## config.mk

```make
export PLATFORM = sky130hd
export DESIGN_NAME = vram_host_port
export DESIGN_NICKNAME = d
export VERILOG_FILES = /design/src/rtl/vhp_pkg.sv /design/src/rtl/vhp_req_queue.sv /design/src/rtl/vhp_color_conv.sv /design/src/rtl/vhp_glitch_pos.sv /design/src/rtl/vram_host_port.sv
export SDC_FILE = /design/constraint.sdc
export NUM_CORES = 1
export LEC_CHECK = 0
export BUFFER_PORTS_ARGS = -buffer_cell sky130_fd_sc_hd__clkbuf_2
export CAP_MARGIN = 0
export CORE_MARGIN = 2
export CORE_UTILIZATION = 55
export CTS_CLUSTER_DIAMETER = 150
export CTS_CLUSTER_SIZE = 10
export DETAILED_ROUTE_END_ITERATION = 7
export PLACE_DENSITY = 0.87
export REMOVE_ABC_BUFFERS = 1
export SYNTH_ARGS = -nofsm -noshare
export SYNTH_HDL_FRONTEND = slang
export SYNTH_SLANG_ARGS = --single-unit
```

## constraint.sdc

```tcl
create_clock -name clk -period 5.4 [get_ports clk]
set_input_delay 0.54 -clock clk [delete_from_list [all_inputs] [get_ports clk]]
set_output_delay 0.54 -clock clk [all_outputs]
set_load 0.005 [all_outputs]
```

## src/rtl/vhp_pkg.sv

```systemverilog
package vhp_pkg;
   localparam int BYTE_W = 8;
   localparam int CODE_W = 6;
   localparam int CH_W   = 8;
   localparam int RGB_W  = 3 * CH_W;

   typedef logic [BYTE_W-1:0] byte_t;
   typedef logic [RGB_W-1:0]  rgb_t;

   typedef enum logic [1:0] {
      ACC_IDLE  = 2'd0,
      ACC_READ  = 2'd1,
      ACC_WRITE = 2'd2
   } acc_kind_e;
endpackage

```

## src/rtl/vhp_req_queue.sv

```systemverilog
module vhp_req_queue #(
   parameter int MIN_DELAY = 6
) (
   input  logic clk,
   input  logic rst,
   input  logic req_valid,
   input  logic req_write,
   input  logic slot_go,
   output logic busy,
   output logic exec,
   output logic exec_write
);
   import vhp_pkg::*;

   acc_kind_e kind_q;
   logic      ready;

   always_ff @(posedge clk) begin
      if (rst)            kind_q <= ACC_IDLE;
      else if (req_valid) kind_q <= req_write ? ACC_WRITE : ACC_READ;
      else if (exec)      kind_q <= ACC_IDLE;
   end

   generate
      if (MIN_DELAY > 1) begin : g_delay
         localparam int CW = $clog2(MIN_DELAY);
         logic [CW-1:0] wait_q;
         always_ff @(posedge clk) begin
            if (rst)               wait_q <= '0;
            else if (req_valid)    wait_q <= CW'(MIN_DELAY - 1);
            else if (wait_q != '0) wait_q <= wait_q - 1'b1;
         end
         assign ready = (wait_q == '0);
      end else begin : g_nodelay
         assign ready = 1'b1;
      end
   endgenerate

   assign busy       = (kind_q != ACC_IDLE);
   assign exec       = busy && ready && slot_go && !req_valid;
   assign exec_write = (kind_q == ACC_WRITE);
endmodule

```

## src/rtl/vhp_color_conv.sv

```systemverilog
module vhp_color_conv #(
   parameter int BLUE_LVL1 = 104
) (
   input  logic [vhp_pkg::CODE_W-1:0] code,
   output vhp_pkg::rgb_t              rgb
);
   import vhp_pkg::*;

   localparam int STEP = (2**CH_W - 1) / 3;

   function automatic logic [CH_W-1:0] lin_level(input logic [1:0] c);
      return CH_W'(int'(c) * STEP);
   endfunction

   function automatic logic [CH_W-1:0] blue_level(input logic [1:0] c);
      return (c == 2'd1) ? CH_W'(BLUE_LVL1) : CH_W'(int'(c) * STEP);
   endfunction

   assign rgb = {lin_level(code[1:0]), lin_level(code[3:2]), blue_level(code[5:4])};
endmodule

```

## src/rtl/vhp_glitch_pos.sv

```systemverilog
module vhp_glitch_pos #(
   parameter int LINE_COLS = 342,
   parameter int LINE_ROWS = 262,
   parameter int LAG       = 11,
   localparam int COL_W    = $clog2(LINE_COLS),
   localparam int ROW_W    = $clog2(LINE_ROWS)
) (
   input  logic [COL_W-1:0] col_in,
   input  logic [ROW_W-1:0] row_in,
   output logic [COL_W-1:0] col_out,
   output logic [ROW_W-1:0] row_out
);
   logic before_line;

   assign before_line = (int'(col_in) < LAG);

   always_comb begin
      if (before_line) begin
         col_out = COL_W'(int'(col_in) + LINE_COLS - LAG);
         row_out = (row_in == '0) ? ROW_W'(LINE_ROWS - 1) : row_in - 1'b1;
      end else begin
         col_out = COL_W'(int'(col_in) - LAG);
         row_out = row_in;
      end
   end
endmodule

```

## src/rtl/vram_host_port.sv

```systemverilog
module vram_host_port #(
   parameter int PTR_W      = 16,
   parameter int ADDR_W     = 14,
   parameter int CRAM_DEPTH = 32,
   parameter int MIN_DELAY  = 6,
   parameter int LINE_COLS  = 342,
   parameter int LINE_ROWS  = 262,
   parameter int OUT_LAG    = 11,
   parameter int BLUE_LVL1  = 104,
   localparam int CRAM_AW   = $clog2(CRAM_DEPTH),
   localparam int COL_W     = $clog2(LINE_COLS),
   localparam int ROW_W     = $clog2(LINE_ROWS)
) (
   input  logic                clk,
   input  logic                rst,
   input  logic                req_valid,
   input  logic                req_write,
   input  logic [7:0]          req_data,
   input  logic                ptr_load,
   input  logic [PTR_W-1:0]    ptr_value,
   input  logic                cram_sel,
   input  logic                slot_go,
   input  logic [COL_W-1:0]    beam_col,
   input  logic [ROW_W-1:0]    beam_row,
   output logic [ADDR_W-1:0]   mem_addr,
   output logic                mem_we,
   output logic [7:0]          mem_wdata,
   input  logic [7:0]          mem_rdata,
   output logic [7:0]          latch_q,
   output logic [PTR_W-1:0]    ptr_q,
   output logic                busy,
   input  logic [CRAM_AW-1:0]  cram_raddr,
   output logic [23:0]         cram_rdata,
   output logic                glitch_valid,
   output logic [ROW_W-1:0]    glitch_row,
   output logic [COL_W-1:0]    glitch_col,
   output logic [23:0]         glitch_rgb
);
   import vhp_pkg::*;

   generate
      if (ADDR_W > PTR_W) begin : g_bad_addr
         $error("vram_host_port: ADDR_W exceeds PTR_W");
      end
      if (CRAM_DEPTH != (2**CRAM_AW) || CRAM_AW > PTR_W) begin : g_bad_cram
         $error("vram_host_port: CRAM_DEPTH must be a power of two within the pointer");
      end
      if (MIN_DELAY < 1) begin : g_bad_delay
         $error("vram_host_port: MIN_DELAY must be at least 1");
      end
      if (OUT_LAG >= LINE_COLS || LINE_ROWS < 2) begin : g_bad_geom
         $error("vram_host_port: line geometry out of range");
      end
   endgenerate

   logic exec, exec_write;
   logic dram_wr, cram_wr, exec_read;
   rgb_t conv_rgb;
   logic [COL_W-1:0] g_col;
   logic [ROW_W-1:0] g_row;
   rgb_t cram_mem [CRAM_DEPTH];

   vhp_req_queue #(.MIN_DELAY(MIN_DELAY)) u_queue (
      .clk        (clk),
      .rst        (rst),
      .req_valid  (req_valid),
      .req_write  (req_write),
      .slot_go    (slot_go),
      .busy       (busy),
      .exec       (exec),
      .exec_write (exec_write)
   );

   vhp_color_conv #(.BLUE_LVL1(BLUE_LVL1)) u_conv (
      .code (latch_q[CODE_W-1:0]),
      .rgb  (conv_rgb)
   );

   vhp_glitch_pos #(
      .LINE_COLS (LINE_COLS),
      .LINE_ROWS (LINE_ROWS),
      .LAG       (OUT_LAG)
   ) u_glitch (
      .col_in  (beam_col),
      .row_in  (beam_row),
      .col_out (g_col),
      .row_out (g_row)
   );

   assign exec_read = exec && !exec_write;
   assign dram_wr   = exec && exec_write && !cram_sel;
   assign cram_wr   = exec && exec_write && cram_sel;

   // pointer: explicit load wins over the post-access increment
   always_ff @(posedge clk) begin
      if (rst)           ptr_q <= '0;
      else if (ptr_load) ptr_q <= ptr_value;
      else if (exec)     ptr_q <= ptr_q + 1'b1;
   end

   // data latch: host byte on write request, DRAM byte on executed read
   always_ff @(posedge clk) begin
      if (rst)                         latch_q <= '0;
      else if (req_valid && req_write) latch_q <= req_data;
      else if (exec_read)              latch_q <= mem_rdata;
   end

   always_ff @(posedge clk) begin
      if (cram_wr) cram_mem[ptr_q[CRAM_AW-1:0]] <= conv_rgb;
   end

   always_ff @(posedge clk) begin
      if (rst) begin
         glitch_valid <= 1'b0;
         glitch_row   <= '0;
         glitch_col   <= '0;
         glitch_rgb   <= '0;
      end else if (cram_wr) begin
         glitch_valid <= 1'b1;
         glitch_row   <= g_row;
         glitch_col   <= g_col;
         glitch_rgb   <= conv_rgb;
      end
   end

   assign mem_addr   = ptr_q[ADDR_W-1:0];
   assign mem_we     = dram_wr;
   assign mem_wdata  = latch_q;
   assign cram_rdata = cram_mem[cram_raddr];
endmodule

```

# After elaboration in Yosys (flattened, before gate mapping)
# Memory sizes are Yosys's and may differ from the RTL's.
# Index checks and enable logic that the tools add are counted.
# word_totals
reg_bits	72
ramBits	768
input_bits	62
out_inout_bits	115
word_cells	57
mem_count	1
# op_classes
addsub	6
n_mul	3
n_lt_le_gt_ge	1
eq_ne	2
muxes	15
reduce_logical	20
# mem_list
memory	words	width	read_ports	rd_ports_with_merged_regs	wr	line_no	text
cram_mem	32	24	1	0	1	vram_host_port.sv:61	rgb_t cram_mem [CRAM_DEPTH];
# op_table
operator	count
$mux 16	2
$mux 9	3
$mul 2x7->8 const B	3
$mux 8	3
$add 16x1->16 const B	1
$reduce_bool 2->1	5
$add 9x9->9 const B	1
$logic_not 9->1	1
$lt 9x4->1 const B	1
$sub 9x1->9 const B	1
$sub 9x4->9 const B	1
$sub 9x5->9 const B	1
$logic_and 1x1->1	8
$mux 2	3
$mux 3	2
$logic_not 1->1	3
$logic_not 3->1	1
$reduce_bool 3->1	1
$sub 3x1->3 const B	1
$eq 2x1->1 const B	1
$eq 2x2->1 const B	1
$mux 1	2
$reduce_or 2->1	1

# Longest topological paths before layout
# Gate-level depths: netlist of the first run.
# logic_depth
depth_word	8
depth_mapped	10
depth_no_buf	8

# Modules after synthesis
# A second synthesis of the first run with hierarchy kept.
# unflattened
cells_unflattened	2201
hier_area_um2	33816.2
# modules_own_cells
mod	instances	cells_each	area_each_um2
vram_host_port	1	2064	32835.2
vhp_glitch_pos	1	82	545.5
vhp_req_queue	1	31	264.0
vhp_color_conv	1	24	171.4

# Worst setup path after synthesis of the first run
# Ideal clock, no wire load.
# synth_timing
path_kind	input to output
from	input port cram_raddr[1]
to	output port cram_rdata[10]
arrival_time_ns	2.232
path_slack_ns	2.628
cell_stages	6
path_buffers	3
path_cell_list	clkbuf_1 clkbuf_1 mux4_2 o22ai_1 nor4_1 buf_4
# synth_via
elab_chain_len	1
# synth_lines
element	line_no	text
start: declaration	vram_host_port.sv:32	input logic [CRAM_AW-1:0] cram_raddr,
$mem_v2 32x24	--	
end: declaration	vram_host_port.sv:33	output logic [23:0] cram_rdata,
# Every way passes these cells.

# Worst setup path after layout of the first run
# layout_timing
from	input port cram_raddr[0]
to	output port cram_rdata[16]
# The elaborated chain is that of the path after synthesis.

==> out/results.ini, run 1 <==
[timing]
slew_headroom_pct=16.7
timing.fmax_mhz=285
setup_tns_ns=0
fin_crit_ns=3.50
maxSlewViolCount=0
rsz0062_at_grt=no
fin_skew_ns=0.0273
final_hold_viol_count=0
min_period_over_period_pct=64.9
setup_viol=0
worstMarginPinSlew_ns=1.25

[global_routing]
grt_start_max_net_pins=54
grt_pass1_vias=7813
grt_overflow=0
globalRouteTotalUtil_pct=24.8
grt_pass1_wl_um=45700
antenna_found_initial=1

[routing]
vias=7907
wl_met2_um=15300
wirelength_um=30300
viasPerCell=6.03
drt-initial-drc-count=820
wire_per_inst_um=23.1
wl_met1_um=11300
drc=0
drt_first_pass_iters=5
dr_wl_met3_um=3030
ant_nets=0
highest_layer=met5

[run]
cap_violations=0

[cells_and_area]
final_cell_mix=edfxtp_1, clkbuf_2, nor2_1
n_fill_cell=1685
final_common_cell=edfxtp_1
antennaDiodeCount=0
nets=1053
layout-drive-gt1-share_pct=30.3
fin_util_pct=63.2
syn2layout_area_growth_pct=13.4

[floorplan]
die_x_um=158
die_y_um=158
core_mm2=0.0234
dieArea_mm2=0.0250
start_util_pct=55.7
rows=56
io_pins=177

[synthesis]
yosysTopAreaCell=edfxtp_1
synth_edf_count=256
yosysWarnings=0
async_flop_share_pct=0
synth.yosys.seq_area_share_pct=67.6
synth_seq_cells=312
synth.top_cell.area_share_pct=59.0
yosys.cell_types.count=51
synth_area_mm2=0.0130
ys_top_cells_by_area=edfxtp_1, mux4_2, dfxtp_1, buf_4, nor2_1
synth_ff_type=edfxtp_1
syn-instance-count=860
avgSynthCellArea_um2=15.2

[setup_path]
critPathLaunchType=input port
cp.required_ns=4.86
crit_path_frequent_cell=buf_4
crit_fanout=47
cp_cell_sequence=buf_4 > buf_4 > mux4_2 > o22ai_1 > nor4_1 > clkbuf_2
critPathCaptureType=output pin
critical_path_class=input port to output pin
arrival_ns=2.96
slowest_stage=buf_4
critPathMaxStageDelay_ns=0.69

[placed_design]
dp_hpwl_um=19100
gp_congestion=0.872
portBuffers=176

[clock_network]
clkTransAtPathRegs_ns=0.06
clock_latency_ns=0.53
cts_setup_buffers=0
ctsHoldBuffers=0
cts.htree.levels=2
cts-root-buf=clkbuf_16
cts_resized=0
cts-buffers-inserted=37
clkSinkCount=312
cts_tree=yes
clk_path_buf_depth=3

[min_path]
hp-class=input port to flop

[power]
power_density_mw_per_mm2=348
peakVddDrop_uv=184
p_leak_nw=5.31

[status]
outcome=finished clean

-- Yosys cell counts, drive strengths merged, types with 2 or more instances --
library cell and n:
xor2 12, or3 4, nand3b 9, nor4 11, ha 10, nand4 5
buf 75, a21oi 21, o21ai 10, mux2i 4, clkbuf 30, nand3 18
o22ai 32, inv 17, nor2b 3, and3 2, mux4 64, o31ai 2
nor3 13, o21a 3, or4 2, nand2 64, dfxtp 56, a311oi 10
a211oi 16, xnor2 14, nor2 78, and4 2, or3b 4, edfxtp 256
-- flip-flops by register name, summed over array words and instances, names as in the netlist --
signal	cells
u_queue.kind_q	2
u_queue.g_delay.wait_q	3
glitch_rgb	8
latch_q	8
glitch_row	9
cram_mem	256
glitch_col	9
glitch_valid	1
ptr_q	16
-- through the flow --
stage               hold slack (ns)  power, mW  setup WS (ns)  std cells  area, µm²
floorplan                     0.442       2.87           2.54        755      12400
global placement              0.440       3.04           2.09       1261      13800
detailed placement            0.445       3.05           1.95       1261      13800
CTS                           0.216       5.18           1.81       1312      14800
global route                  0.242       5.30           1.65       1312      14800
finish                        0.231       5.15           1.90       1312      14800
-- area by class of cell --
type / count / area (µm²) / share of cell area (%)
Multi-Input combinational cell: 426 / 3530 / 23.9
Sequential cell: 312 / 8810 / 59.6
Clock buffer: 47 / 963 / 6.52
Inverter: 17 / 63.8 / 0.432
Tap cell: 319 / 399 / 2.70
Timing Repair Buffer: 187 / 966 / 6.53
Clock inverter: 4 / 50.0 / 0.338
-- worst paths after layout --
kind | from | end | slack (ns) | depth (start not counted)
setup / recovery | cram_raddr[0] | cram_rdata[16] | 1.90 | 6
hold / removal | ptr_value[12] | ptr_q[12] | 0.23 | 3
setup reg to reg | u_queue.g_delay.wait_q[0] | cram_mem[26][7] | 2.15 | 8
hold reg to reg | glitch_row[5] | glitch_row[5] | 0.45 | 2
-- worst max-delay path, delay by kind of cell --
kind                   cells  cell delay [ns]
AO/OA/AOI/OAI              1             0.15
buffers and inverters      3             1.30
multiplexers               1             0.27
AND/OR/NAND/NOR            1             0.65
-- where the power goes --
group | total, mW | switching (mW) | internal [mW]
Clock | 2.15 | 0.898 | 1.25
Combinational | 0.339 | 0.201 | 0.138
Sequential | 2.66 | 0.0277 | 2.64
Total | 5.15 | 1.13 | 4.02
-- routing by layer --
metal | up-vias | GRT usage [%]
met1 | 3888 | 32.2
met5 | - | 0
li1 | 3474 | -
met3 | 47 | 5.42
met2 | 496 | 42.4
met4 | 2 | 7.64
-- cells by family after synthesis --
kind of cell    share of synthesized area, %
simple gates                            7.96
compound gates                          5.09
flops                                   67.6
mux                                     11.4
fa+ha+maj                              0.960
buf+inv                                 5.34
xor+xnor                                1.75
No activity file was read; power rests on OpenSTA's default activity.
==> inputs of run 2 (changes only) <==
Clock period 5.4 ns to 3.3 ns, I/O delays scaled along.
==> run 2 against run 1 <==
Sequential power rose by 64%. Global-route usage increased by 0.68 points. Design area up 1.8%. Sequential share of layout area fell by 1.1 points. Die area unchanged. Combinational power grew 69%. Count of clock-buffer cells in the layout is 2 higher. Largest power group unchanged. Highest routed layer is now met4.
==> out/results.ini, run 2 (synthesis gave the netlist of run 1 again) <==
[placed_design]
portBuffers=176
gp_congestion=0.893
dp_hpwl_um=20000
placed_cell_area_mm2=0.0140

[cells_and_area]
final_cell_mix=edfxtp_1, clkbuf_2, nor2_1
largest_register_ffs=256
final_common_cell=edfxtp_1
antennaDiodeCount=0
layout-drive-gt1-share_pct=32.4
nets=1085
syn2layout_area_growth_pct=15.5
fin_area_mm2=0.0151

[clock_network]
cts-root-buf=clkbuf_16
cts-buffers-inserted=37
cts_resized=0
cts.htree.levels=2
clkSinkCount=312
clock_latency_ns=0.51
clk_path_buf_depth=3
clkTransAtPathRegs_ns=0.06
ctsHoldBuffers=0
cts_tree=yes
cts_setup_buffers=0

[setup_path]
critPathCaptureType=flop
startpoint=u_queue.g_delay.wait_q[0]
crit_fanout=8
rr_endpoint=cram_mem[1][21]
regToRegStartpoint=u_queue.g_delay.wait_q[0]
critPathLaunchType=flop
critical_path_class=flop to flop
rrSetupSlack_ns=0.57
cp-endpoint=cram_mem[1][21]
arrival_ns=2.87
reg2reg_depth=7
cp.required_ns=3.44

[timing]
slew_headroom_pct=38.6
fin_crit_ns=2.73
final_hold_viol_count=0
fin_skew_ns=0.0149
setup_tns_ns=0
rsz0062_at_grt=no
timing.fmax_mhz=366
worstMarginPinSlew_ns=0.921
setup_viol=0
maxSlewViolCount=0
min_period_over_period_pct=82.7

[floorplan]
die_y_um=158
rows=56
die_x_um=158
io_pins=177
dieArea_mm2=0.0250
core_mm2=0.0234
start_util_pct=55.7

[routing]
vias=8149
wire_per_inst_um=23.0
drc=0
drt-initial-drc-count=856
viasPerCell=6.06
wirelength_um=31000
ant_nets=0
drt_first_pass_iters=5

[min_path]
hp-class=input port to flop
hold_start=ptr_value[12]

[global_routing]
grt_pass1_vias=8071
grt_overflow=0
globalRouteTotalUtil_pct=25.5
grt_start_max_net_pins=65
grt_pass1_wl_um=47000
antenna_found_initial=1

[power]
peakVddDrop_uv=326
p_leak_nw=5.49
power_density_mw_per_mm2=562

[run]
cap_violations=0

[status]
outcome=finished clean

-- run 2: worst min path at each step --
stage / end / slack (ns) / depth (start not counted)
final: ptr_q[12] / 0.03 / 3
after global routing: ptr_q[12] / 0.05 / 3
after CTS: ptr_q[15] / 0.01 / 3
after detailed placement: glitch_row[5] / 0.45 / 2
after global placement: glitch_row[0] / 0.44 / 2
after floorplan: glitch_col[3] / 0.39 / 1
-- run 2: power by group --
part / switching (mW) / total [mW] / internal [mW] / leakage [nW]
Clock: 1.44 / 3.52 / 2.08 / 0.493
Sequential: 0.0488 / 4.36 / 4.31 / 2.95
Combinational: 0.337 / 0.574 / 0.236 / 2.05
-- run 2: routing by layer --
metal  routed length, µm  up-vias  global-route usage (%)
li1                    -     3534                       -
met1               11200     4004                    32.5
met2               15700      547                    43.2
met3                3210       64                    5.75
met4                 835        0                    9.57
met5                   0        -                       0
-- run 2: worst max-delay path, cell delays in order (launching register included) --
cell and delay [ns]:
dfxtp_1 0.31, inv_1 0.06, ha_1 0.17, ha_1 0.33
and3b_1 0.30, and3_1 0.31, nand2_1 0.26, nor2_1 0.63
-- run 2: final cells by class --
class	instances	area, µm²
clock inverters	2	25.0
clock buffers	49	992
repair buffers	219	1230
well taps	319	399
fillers	1620	8350
inverters	17	63.8
multi-input cells	426	3530
flip-flops and latches	312	8810
-- run 2: through the flow --
| step | worst slack [ns] | hold WS (ns) | std cells | total power [mW] | util (%) |
|---|---|---|---|---|---|
| detailed placement | 0.630 | 0.452 | 1293 | 5.01 | 60.0 |
| floorplan | 0.438 | 0.395 | 755 | 4.69 | - |
| global placement | 0.763 | 0.441 | 1293 | 4.99 | 60.0 |
| global route | 0.377 | 0.0491 | 1344 | 8.71 | 64.3 |
| finish | 0.570 | 0.0251 | 1344 | 8.46 | 64.3 |
| CTS | 0.586 | 0.0124 | 1344 | 8.50 | 64.3 |
==> inputs of run 3 (changes only) <==
Settings changed: ABC_AREA from default to 1, PLACE_DENSITY 0.87 to 0.86.
Clock period 3.3 ns to 2.8 ns, I/O delays scaled along.
==> run 3 against run 2 <==
Setup slack lost 0.46 ns. First-iteration DRC count grew 68%. Sequential cell count is the same. Largest power group unchanged.
==> out/results.ini, run 3 <==
[synthesis]
synth_top_family_by_area=simple AND/OR/NAND/NOR gates
synth_fa_ha_area_share_pct=0.900
syn-instance-count=1402
yosysWarnings=0
synth-simple-area-share_pct=21.7
synth_edf_count=256
synth_seq_cells=312
yosys.cell_types.count=38
synth_ff_type=edfxtp_1
async_flop_share_pct=0
synth_area_mm2=0.0139
synth-xor-area-share_pct=0.693
yosys-top-cells-count=nand2_1, edfxtp_1, nand3_1, nor2_1, a21oi_1
ys_top_cells_by_area=edfxtp_1, nand2_1, dfxtp_1, nand3_1, buf_4
synth.top_cell.area_share_pct=55.3
synth.yosys.seq_area_share_pct=63.4
yosysTopAreaCell=edfxtp_1
synth_mux_area_share_pct=0
synth_compound_area_share_pct=6.13
yosysMostFrequentCell=nand2_1
avgSynthCellArea_um2=9.92

[setup_path]
crit_family=simple AND/OR/NAND/NOR gates
slowest_stage=nor2_1
crit_path_frequent_cell=ha_1
cp.required_ns=2.95
regToRegStartpoint=u_queue.g_delay.wait_q[0]
critical_path_class=flop to flop
critPathCaptureType=flop
critPathLaunchType=flop
cp_cell_sequence=inv_1 > ha_1 > ha_1 > nand2_2 > nor3_4 > nand3_4 > clkinv_2 > nand2_1 > nor2_1
critPathMaxStageDelay_ns=0.60
startpoint=u_queue.g_delay.wait_q[0]
crit_fanout=8
critical_path_buf_inv_count=2
arrival_ns=2.84

[floorplan]
core_mm2=0.0250
dieArea_mm2=0.0266
io_pins=177
rows=58
die_x_um=163
start_util_pct=55.7
die_y_um=163

[timing]
timing.fmax_mhz=371
min_period_over_period_pct=96.2
worstMarginPinSlew_ns=0.857
maxSlewViolCount=0
rsz0062_at_grt=yes
fin_skew_ns=0.0254
final_hold_viol_count=0
slew_headroom_pct=42.8
setup_viol=0
fin_crit_ns=2.69

[power]
p_leak_nw=6.50
power_switching_mw=2.34
comb_power_share_pct=7.8
seq_power_share_pct=50.7
clockPowerShare_pct=41.5
p_int_mw=7.80
power_density_mw_per_mm2=635
peakVddDrop_uv=386
swShare_pct=23.1

[clock_network]
clk_path_buf_depth=3
ctsHoldBuffers=0
clkSinkCount=312
clkTransAtPathRegs_ns=0.06
clock_latency_ns=0.52
cts-buffers-inserted=37
cts_tree=yes
cts-root-buf=clkbuf_16
cts.htree.levels=2

[cells_and_area]
final_common_cell=nand2_1
final_cell_mix=nand2_1, edfxtp_1, nand3_1
largest_register_ffs=256
nets=1611
antennaDiodeCount=0
layout-drive-gt1-share_pct=18.4
instances_no_fill=1881
syn2layout_area_growth_pct=14.8
fin_util_pct=63.9

[placed_design]
dp_hpwl_um=22700
portBuffers=176
place_inst=1830
gp_congestion=0.940

[routing]
wire_per_inst_um=18.8
ant_nets=0
wirelength_um=35400
viasPerCell=5.78
drc=0
drt-initial-drc-count=1440
vias=10871
drt_first_pass_iters=5

[run]
cap_violations=0

[global_routing]
antenna_found_initial=0
globalRouteTotalUtil_pct=26.6
grt_pass1_wl_um=54500
grt_overflow=0
grt_pass1_vias=10235
grt_start_max_net_pins=129

[status]
outcome=finished clean

[min_path]
hold_start=mem_rdata[7]
hp-class=input port to flop

## run 3: changes by cell type in the layout (fill, tap and decap cells not counted), moves of 32 or more
cell	before	now
a21oi_1	21	73
inv_1	17	61
mux4_2	64	0
nand2_1	64	376
nand3_1	18	201
nor2_1	78	115
o21ai_0	8	48
o22ai_1	32	0
## run 3: metal layers
| metal | track usage [%] | part of all wire [%] |
|---|---|---|
| met3 | 5.17 | 11 |
| met1 | 34.3 | 38 |
| met5 | 0 | 0 |
| met2 | 45.7 | 50 |
| met4 | 7.92 | 2.3 |
## run 3: cell type report
cell class	instances	area (µm²)
fill	1937	9000
sequential	312	8810
multi-input combinational	892	4090
timing repair buffer	231	1380
clock buffer	49	992
tap	330	413
inverter	65	246
clock inverter	2	25.0
## run 3: cells by family (layout without fill, tap and decap cells)
family / Yosys count / in the layout
AOI/OAI and AO/OA: 156 / 156
xor gates and xnor gates: 11 / 11
adders and majority gates: 10 / 10
buffers and inverters: 198 / 347
DFF: 312 / 312
and+or+nand+nor: 715 / 715
## run 3: path summary, 6_finish.rpt
path,endpoint,slack (ns),cells past startpoint
max,cram_mem[25][21],0.11,9
min,latch_q[7],0.01,3
min reg2reg,glitch_row[4],0.48,2
max reg2reg,cram_mem[25][21],0.11,9
## run 3: stage by stage
stage | setup slack [ns] | setup TNS, ns | instance area [µm²] | total power, mW | hold slack, ns
after floorplan | -0.370 | -7.91 | 13100 | 5.59 | 0.349
after global placement | 0.306 | 0 | 14900 | 5.99 | 0.460
after detailed placement | 0.145 | 0 | 14900 | 6.02 | 0.469
after CTS | 0.118 | 0 | 16000 | 10.2 | 0.00384
after global routing | -0.0534 | -0.758 | 16000 | 10.4 | 0.0163
final | 0.107 | 0 | 16000 | 10.1 | 0.0142
## run 3: tightest hold or removal path: stages
cell and delay [ns]:
clkbuf_2 0.08, nand2_1 0.05, a31oi_1 0.07
## run 3: power by group through the flow
stage / clock network, mW / registers, mW / logic, mW
floorplan: 0 / 5.24 / 0.345
global placement: 0 / 5.24 / 0.759
detailed placement: 0 / 5.24 / 0.782
CTS: 4.23 / 5.14 / 0.788
global route: 4.42 / 5.14 / 0.870
finish: 4.20 / 5.14 / 0.794
## run 3: timing repair
item	CTS	global route
setup buffers	0	0
resized for setup	0	2
setup endpoints to repair	0	32
